## src/rtl/doorbell_pkg.sv

```systemverilog
package doorbell_pkg;
  localparam int unsigned DB_DATA_W   = 32;
  localparam int unsigned DB_NUM_SRC  = 28;
  localparam int unsigned DB_SRC_LSB  = 4;
  localparam int unsigned DB_TRIG_BIT = 0;
endpackage

```

## src/rtl/doorbell_wr_decode.sv

```systemverilog
module doorbell_wr_decode #(
  parameter int unsigned DATA_W   = doorbell_pkg::DB_DATA_W,
  parameter int unsigned NUM_SRC  = doorbell_pkg::DB_NUM_SRC,
  parameter int unsigned SRC_LSB  = doorbell_pkg::DB_SRC_LSB,
  parameter int unsigned TRIG_BIT = doorbell_pkg::DB_TRIG_BIT
) (
  input  logic              wr_en_i,
  input  logic [DATA_W-1:0] wdata_i,
  output logic [NUM_SRC-1:0] set_o
);
  logic trig;
  logic unused_wdata;

  assign trig = wr_en_i & wdata_i[TRIG_BIT];
  // reserved bits between trigger and sources are ignored
  assign unused_wdata = ^wdata_i;

  for (genvar i = 0; i < NUM_SRC; i++) begin : g_set
    assign set_o[i] = trig & wdata_i[SRC_LSB+i];
  end
endmodule

```

## src/rtl/doorbell_pend_bank.sv

```systemverilog
module doorbell_pend_bank #(
  parameter int unsigned NUM_SRC = doorbell_pkg::DB_NUM_SRC
) (
  input  logic               clk_i,
  input  logic               rst_ni,
  input  logic [NUM_SRC-1:0] set_i,
  input  logic [NUM_SRC-1:0] ack_i,
  output logic [NUM_SRC-1:0] pend_o
);
  for (genvar i = 0; i < NUM_SRC; i++) begin : g_pend
    always_ff @(posedge clk_i or negedge rst_ni) begin
      if (!rst_ni)        pend_o[i] <= 1'b0;
      else if (set_i[i])  pend_o[i] <= 1'b1;  // set beats ack
      else if (ack_i[i])  pend_o[i] <= 1'b0;
    end
  end
endmodule

```

## src/rtl/doorbell_rd_port.sv

```systemverilog
module doorbell_rd_port #(
  parameter int unsigned DATA_W  = doorbell_pkg::DB_DATA_W,
  parameter int unsigned NUM_SRC = doorbell_pkg::DB_NUM_SRC,
  parameter int unsigned SRC_LSB = doorbell_pkg::DB_SRC_LSB
) (
  input  logic               clk_i,
  input  logic               rst_ni,
  input  logic               rd_en_i,
  input  logic [NUM_SRC-1:0] pend_i,
  output logic [DATA_W-1:0]  rdata_o,
  output logic               irq_o
);
  logic [DATA_W-1:0] rd_word;

  always_comb begin
    rd_word = '0;
    rd_word[SRC_LSB +: NUM_SRC] = pend_i;
  end

  always_ff @(posedge clk_i or negedge rst_ni) begin
    if (!rst_ni) begin
      rdata_o <= '0;
      irq_o   <= 1'b0;
    end else begin
      irq_o <= |pend_i;
      if (rd_en_i) rdata_o <= rd_word;
    end
  end
endmodule

```

## src/rtl/doorbell_irq_reg.sv

```systemverilog
module doorbell_irq_reg #(
  parameter int unsigned DATA_W   = doorbell_pkg::DB_DATA_W,
  parameter int unsigned NUM_SRC  = doorbell_pkg::DB_NUM_SRC,
  parameter int unsigned SRC_LSB  = doorbell_pkg::DB_SRC_LSB,
  parameter int unsigned TRIG_BIT = doorbell_pkg::DB_TRIG_BIT
) (
  input  logic               clk_i,
  input  logic               rst_ni,
  input  logic               wr_en_i,
  input  logic               rd_en_i,
  input  logic [DATA_W-1:0]  wdata_i,
  output logic [DATA_W-1:0]  rdata_o,
  input  logic [NUM_SRC-1:0] ack_i,
  output logic               irq_o
);
  logic [NUM_SRC-1:0] set_mask;
  logic [NUM_SRC-1:0] pend_q;

  doorbell_wr_decode #(
    .DATA_W(DATA_W), .NUM_SRC(NUM_SRC), .SRC_LSB(SRC_LSB), .TRIG_BIT(TRIG_BIT)
  ) u_dec (
    .wr_en_i(wr_en_i),
    .wdata_i(wdata_i),
    .set_o  (set_mask)
  );

  doorbell_pend_bank #(.NUM_SRC(NUM_SRC)) u_bank (
    .clk_i (clk_i),
    .rst_ni(rst_ni),
    .set_i (set_mask),
    .ack_i (ack_i),
    .pend_o(pend_q)
  );

  doorbell_rd_port #(
    .DATA_W(DATA_W), .NUM_SRC(NUM_SRC), .SRC_LSB(SRC_LSB)
  ) u_rd (
    .clk_i  (clk_i),
    .rst_ni (rst_ni),
    .rd_en_i(rd_en_i),
    .pend_i (pend_q),
    .rdata_o(rdata_o),
    .irq_o  (irq_o)
  );
endmodule

```

## config.mk

```make
export PLATFORM = sky130hd
export DESIGN_NAME = doorbell_irq_reg
export DESIGN_NICKNAME = d
export VERILOG_FILES = /design/src/rtl/doorbell_pkg.sv /design/src/rtl/doorbell_wr_decode.sv /design/src/rtl/doorbell_pend_bank.sv /design/src/rtl/doorbell_rd_port.sv /design/src/rtl/doorbell_irq_reg.sv
export SDC_FILE = /design/constraint.sdc
export NUM_CORES = 1
export LEC_CHECK = 0
export BUFFER_PORTS_ARGS = -buffer_cell sky130_fd_sc_hd__buf_4
export CAP_MARGIN = 40
export CELL_PAD_IN_SITES_DETAIL_PLACEMENT = 1
export CELL_PAD_IN_SITES_GLOBAL_PLACEMENT = 1
export CORE_UTILIZATION = 35
export CTS_CLUSTER_DIAMETER = 150
export CTS_CLUSTER_SIZE = 12
export DETAILED_ROUTE_END_ITERATION = 16
export PLACE_DENSITY = 0.75
export SLEW_MARGIN = 20
export SYNTH_ARGS = -nofsm -noshare
export SYNTH_HDL_FRONTEND = slang
export SYNTH_SLANG_ARGS = --single-unit
```

## constraint.sdc

```tcl
create_clock -name clk_i -period 1.67 [get_ports clk_i]
set_clock_uncertainty 0.05 [all_clocks]
set_input_delay 0.4175 -clock clk_i [delete_from_list [all_inputs] [get_ports clk_i]]
set_output_delay 0.4175 -clock clk_i [all_outputs]
set_load 0.05 [all_outputs]
```

==> results of run 1 <==
-- final cells by class --
cell class | count | area (um^2)
clock buffers | 14 | 183
clock inverters | 2 | 10.0
fillers | 693 | 3160
inverters | 28 | 105
multi-input cells | 98 | 716
flip-flops and latches | 57 | 1430
well taps | 77 | 96.3
repair buffers | 93 | 726
-- worst paths after layout --
kind	cells after the start	end	slack [ns]	from
worst min register to register	1	u_rd.rdata_o[16]	0.46	u_rd.rdata_o[16]
worst min-delay path	2	u_bank.pend_o[25]	0.22	ack_i[25]
max in group asynchronous	3	u_rd.rdata_o[14]	0.58	rst_ni
worst max-delay path	1	rdata_o[15]	0.28	u_rd.rdata_o[15]
worst max register to register	3	u_rd.irq_o	0.32	u_bank.pend_o[7]
min in group asynchronous	2	u_rd.rdata_o[28]	0.49	rst_ni
-- cell families (layout without fill, tap and decap cells) --
logic type / count (synthesis) / in the layout / synth area share (%)
AND/OR/NAND/NOR: 38 / 38 / 7.25
other: 1 / 4 / 0.160
multiplexers: 28 / 28 / 16.6
flip-flops: 57 / 57 / 60.8
buffers and inverters: 38 / 137 / 9.22
AO/OA/AOI/OAI: 28 / 28 / 5.97
-- report_power, final --
| group | internal (uW) | total, uW | switching, uW | leakage (uW) |
|---|---|---|---|---|
| registers | 1510 | 1610 | 96.6 | 0.000736 |
| clock network | 696 | 1220 | 527 | 0.000102 |
| logic | 331 | 803 | 472 | 0.000842 |
-- flip-flops by register name, indices dropped and copies added, names as in the netlist --
| signal | count |
|---|---|
| u_rd.rdata_o | 28 |
| u_bank.pend_o | 28 |
| u_rd.irq_o | 1 |
-- synth_stat cells (all sizes together) --
cell type | number | area (um^2)
nor4 | 7 | 43.8
mux2 | 28 | 390
o21ai | 28 | 140
and4 | 1 | 8.76
dfrtp | 57 | 1430
conb | 1 | 3.75
and2 | 1 | 6.26
buf | 10 | 111
inv | 28 | 105
nand2 | 28 | 105
nand4 | 1 | 6.26
-- metal layers --
layer	vias up	wire, um	global-route usage, %	share of wire, %
li1	810	-	-	-
met1	816	2460	21.6	45
met2	58	2690	28.1	49
met3	11	237	3.26	4.3
met4	0	137	9.40	2.5
met5	-	0	0	0
-- stage by stage --
stage / area (um^2) / hold slack, ns / power [uW] / util [%] / worst slack, ns
4_1_cts: 3260 / 0.197 / 3700 / 50.8 / 0.256
3_3_place_gp: 3060 / 0.298 / 2420 / 47.6 / 0.341
2_1_floorplan: 2360 / 0.0719 / 2120 / - / 0.517
6_report: 3260 / 0.215 / 3640 / 50.8 / 0.280
3_5_place_dp: 3060 / 0.305 / 2450 / 47.6 / 0.312
5_1_grt: 3260 / 0.208 / 3810 / 50.8 / 0.248
==> reports/results.txt, run 1 <==
commonest non-fill, non-tap cell in the layout -> buf_4
DR pass1 iterations -> 10
Final TNS setup -> 0 ns
Final #Nets -> 351
Cells after Synth -> 190
post-route ant nets -> 0
maximum VDD drop -> 0.410 mV
CTS Buf Count -> 9
crit path cell chain -> buf_4
synthesized area per cell -> 12.4 um^2
Pwr Density -> 1110 mW/mm^2
Critical Path RT -> 1.20 ns
kind of critical path -> flop to output pin
commonest cells after routing, fill and taps aside -> buf_4, dfrtp_1, inv_1, nand2_1, o21ai_0
DRC -> 8
GRT Util Overall -> 17.2%
die area -> 0.00704 mm^2
cts hold-fix bufs -> 1
crit-path max FO -> 2
Routed WL -> 5530 um
First DRT Iteration DRCs -> 64
first-pass GRT wire length -> 9180 um
CP top delay family -> flip-flops
minimum clock period after layout -> 1.39 ns
period utilization -> 83.3%
# IOs -> 97
number of global-route vias before repair -> 1,819
Min-Delay Path Class -> input port to flop
RePlAce Congestion -> 0.688
startpoint types -> flop
clk sinks -> 57
RSZ-0062 raised after global routing -> no
setup bufs post-CTS -> 0
Yosys reg bits -> 57
WP buf/inv -> 1
initial core utilization -> 36.5%
Final Max Slew Viols -> 0
die height -> 83.9 um
worst skew pair latency -> 0.33 ns
maximum clock path buffer count -> 2
# resized after CTS -> 0
Inserted Diodes -> 0
grt ovf -> 0
Vias -> 1,695
slowest cell delay on critical path -> 0.40 ns
Final Non-Filler Cells -> 369
Die Wd -> 83.9 um
Root Driver -> clkbuf_8
antenna violations before repair -> 0
crit path capture type -> output pin
H-tree depth -> 3
CTS tree -> yes
HPWL Detailed -> 3970 um
Yosys cell types -> 15
Synth Cell Area -> 0.00235 mm^2
Leakage -> 0.00168 uW
Port-buffer cells -> 89
largest net degree at the start of global routing -> 33
CTS clk-pin slew, worst paths -> 0.06 ns
post-synthesis sequential area ratio -> 60.8%
share of cells above drive strength 1 -> 46.2%
core box area -> 0.00642 mm^2
MaxCap Viol Count -> 0
total placed cells including tap cells -> 352
mean routed wirelength per cell -> 15.0 um
YS warnings -> 0
Site Rows -> 29
violated checks -> design-rule violations
Crit-path slowest cell -> dfrtp_1
Final Hold Viols -> 0
Via density -> 4.59
CP Data Arrival Time -> 0.92 ns
setup violators final -> 0
FMAX -> 719 MHz
Syn-to-layout area delta -> 39.0%
status -> finished with violations
(Power assumes the default switching activity.)
==> run 2, diff against run 1 <==
Settings changed: CORE_UTILIZATION 35 to 33, PLACE_DENSITY 0.75 to 0.74.
Clock period 1.67 ns to 1.2 ns, I/O delays scaled along.
==> run 2 against run 1 <==
Net effect:
- critical path depth up 3
- the flow finishes with violations (negative setup slack)
- highest routed layer unchanged
- combinational power is 74% higher
- cell count increased by 15%
- clock power increased by 50%
- largest cell class unchanged
- core utilization grew 3.5 points
- global-route usage about the same
- count of clock-buffer cells in the layout unchanged
==> reports/results.txt, run 2 (same netlist as run 1, synthesis figures left out) <==
CTS clk-pin slew, worst paths -> 0.06 ns (about the same)
Final TNS setup -> -0.803 ns (was 0 ns)
DRC -> 0 (was 8)
maximum VDD drop -> 0.644 mV (was 0.410 mV)
commonest cells after routing, fill and taps aside -> buf_4, dfrtp_1, buf_6 (was buf_4, dfrtp_1, inv_1, nand2_1, o21ai_0)
number of global-route vias before repair -> 2,047 (was 1,819)
share of cells above drive strength 1 -> 52.1% (was 46.2%)
Final Util -> 54.3% (was 50.8%)
Crit-path slowest cell -> dfrtp_1 (unchanged)
HPWL Detailed -> 3940 um (was 3970 um)
maximum clock path buffer count -> 2 (unchanged)
Min-Delay Path Class -> input port to flop (unchanged)
R2R setup slack -> -0.11 ns (was 0.32 ns)
Root Driver -> clkbuf_8 (unchanged)
RSZ-0062 raised after global routing -> yes (was no)
setup violators final -> 30 (was 0)
kind of critical path -> flop to flop (was flop to output pin)
violated checks -> negative setup slack (was design-rule violations)
Site Rows -> 30 (was 29)
RePlAce Congestion -> 0.728 (was 0.688)
First DRT Iteration DRCs -> 56 (was 64)
Final Hold Viols -> 0 (unchanged)
routed metal-1 wire length -> 2390 um (was 2460 um)
Pwr Density -> 1480 mW/mm^2 (was 1110 mW/mm^2)
status -> finished with violations (unchanged)
crit-path max FO -> 2 (unchanged)
Final Max Slew Viols -> 0 (unchanged)
worst setup path endpoint -> u_rd.irq_o (was rdata_o[15])
CP Data Arrival Time -> 1.45 ns (was 0.92 ns)
first-pass GRT wire length -> 9520 um (was 9180 um)
GRT Util Overall -> 17.2% (about the same)
Inserted Diodes -> 0 (unchanged)
period utilization -> 109%
WL met3 -> 264 um (was 237 um)
Final #Nets -> 387 (was 351)
clk sinks -> 57 (unchanged)
core box area -> 0.00683 mm^2 (was 0.00642 mm^2)
# IOs -> 97 (unchanged)
WP buf/inv -> 1 (unchanged)
worst skew pair latency -> 0.32 ns (was 0.33 ns)
initial core utilization -> 34.4% (was 36.5%)
CTS tree -> yes (unchanged)
antenna violations before repair -> 0 (unchanged)
CP top delay family -> simple AND/OR/NAND/NOR gates (was flip-flops)
largest net degree at the start of global routing -> 58 (was 33)
Syn-to-layout area delta -> 58.1% (was 39.0%)
MaxCap Viol Count -> 0 (unchanged)
R2R Path Start -> u_bank.pend_o[10] (was u_bank.pend_o[7])
Via density -> 4.33 (was 4.59)
slowest cell delay on critical path -> 0.39 ns (was 0.40 ns)
largest registers -> u_bank.pend_o x28, u_rd.rdata_o x28, u_rd.irq_o x1 (unchanged)
Setup WS post-layout -> -0.112 ns (was 0.280 ns)
Critical Path RT -> 1.34 ns (was 1.20 ns)
grt ovf -> 0 (unchanged)
crit path capture type -> flop (was output pin)
Critical Path Start -> u_bank.pend_o[10] (was u_rd.rdata_o[15])
Hold Slack -> 0.105 ns (was 0.215 ns)
Vias -> 1,838 (was 1,695)
post-route ant nets -> 0 (unchanged)
Top Layer Used -> met4 (unchanged)
Reg2Reg Depth -> 4 (was 3)
CTS Buf Count -> 9 (unchanged)
H-tree depth -> 3 (unchanged)
Die Wd -> 86.3 um (was 83.9 um)
mean routed wirelength per cell -> 13.6 um (was 15.0 um)
Port-buffer cells -> 89 (unchanged)
crit path cell chain -> nor4_2 > buf_4 > and4_1 > nand4_1 (was buf_4)
met2 WL -> 3020 um (was 2690 um)
startpoint types -> flop (unchanged)
die height -> 86.3 um (was 83.9 um)
FF-to-FF End -> u_rd.irq_o (unchanged)
DR pass1 iterations -> 4 (was 10)
minimum clock period after layout -> 1.31 ns
Leakage -> 0.00191 uW (was 0.00168 uW)
CP Depth -> 4 (was 1)
FMAX -> 762 MHz
commonest non-fill, non-tap cell in the layout -> buf_4 (unchanged)
die area -> 0.00745 mm^2 (was 0.00704 mm^2)
Routed WL -> 5780 um (was 5530 um)
## run 2: cell types whose count changed in the layout (fill, tap and decap cells not counted), sizes merged
cell    previous run  this run
buf               92       128
bufinv             0         1
clkinv             2         1
## run 2: worst min path at each step
| stage | end | startpoint | cells after the start |
|---|---|---|---|
| after floorplan | u_bank.pend_o[0] | rst_ni | 0 |
| after global placement | u_rd.rdata_o[28] | rst_ni | 2 |
| after detailed placement | u_bank.pend_o[24] | rst_ni | 2 |
| after CTS | u_bank.pend_o[25] | ack_i[25] | 2 |
| after global routing | u_bank.pend_o[18] | ack_i[18] | 2 |
| final | u_bank.pend_o[24] | ack_i[24] | 2 |
## run 2: repair_timing
| action | CTS | global route |
|---|---|---|
| hold endpoints to repair | 57 | 0 |
| endpoints found under the setup margin | 30 | 30 |
| pin swaps | 1 | 0 |
| gates resized for setup | 30 | 0 |
| hold buffers | 1 | 0 |
| buffers inserted | 16 | 10 |
## run 2: metrics by stage
stage | std cells | setup slack, ns | area [um^2] | power (uW)
final | 424 | -0.112 | 3710 | 5490
after global routing | 424 | -0.209 | 3710 | 5760
after CTS | 414 | -0.126 | 3640 | 5510
after detailed placement | 381 | -0.167 | 3180 | 3460
after global placement | 381 | -0.0636 | 3180 | 3430
after floorplan | 193 | 0.156 | 2360 | 2950
## run 2: final cells by class
cell class              instances  area [um^2]
repair buffers                129         1130
clock inverters                 2         35.0
flip-flops and latches         57         1430
fillers                       757         3120
well taps                      96          120
clock buffers                  14          173
multi-input cells              98          722
inverters                      28          105
## run 2: where the power goes
group	total [uW]	switching, uW	internal (uW)
sequential	2260	147	2110
clock	1830	704	1130
combinational	1400	710	694
## run 2: metal layers
layer	global-route usage [%]	up-vias
li1	-	880
met5	0	-
met3	4.95	10
met1	19.4	891
met4	8.48	0
met2	29.7	57
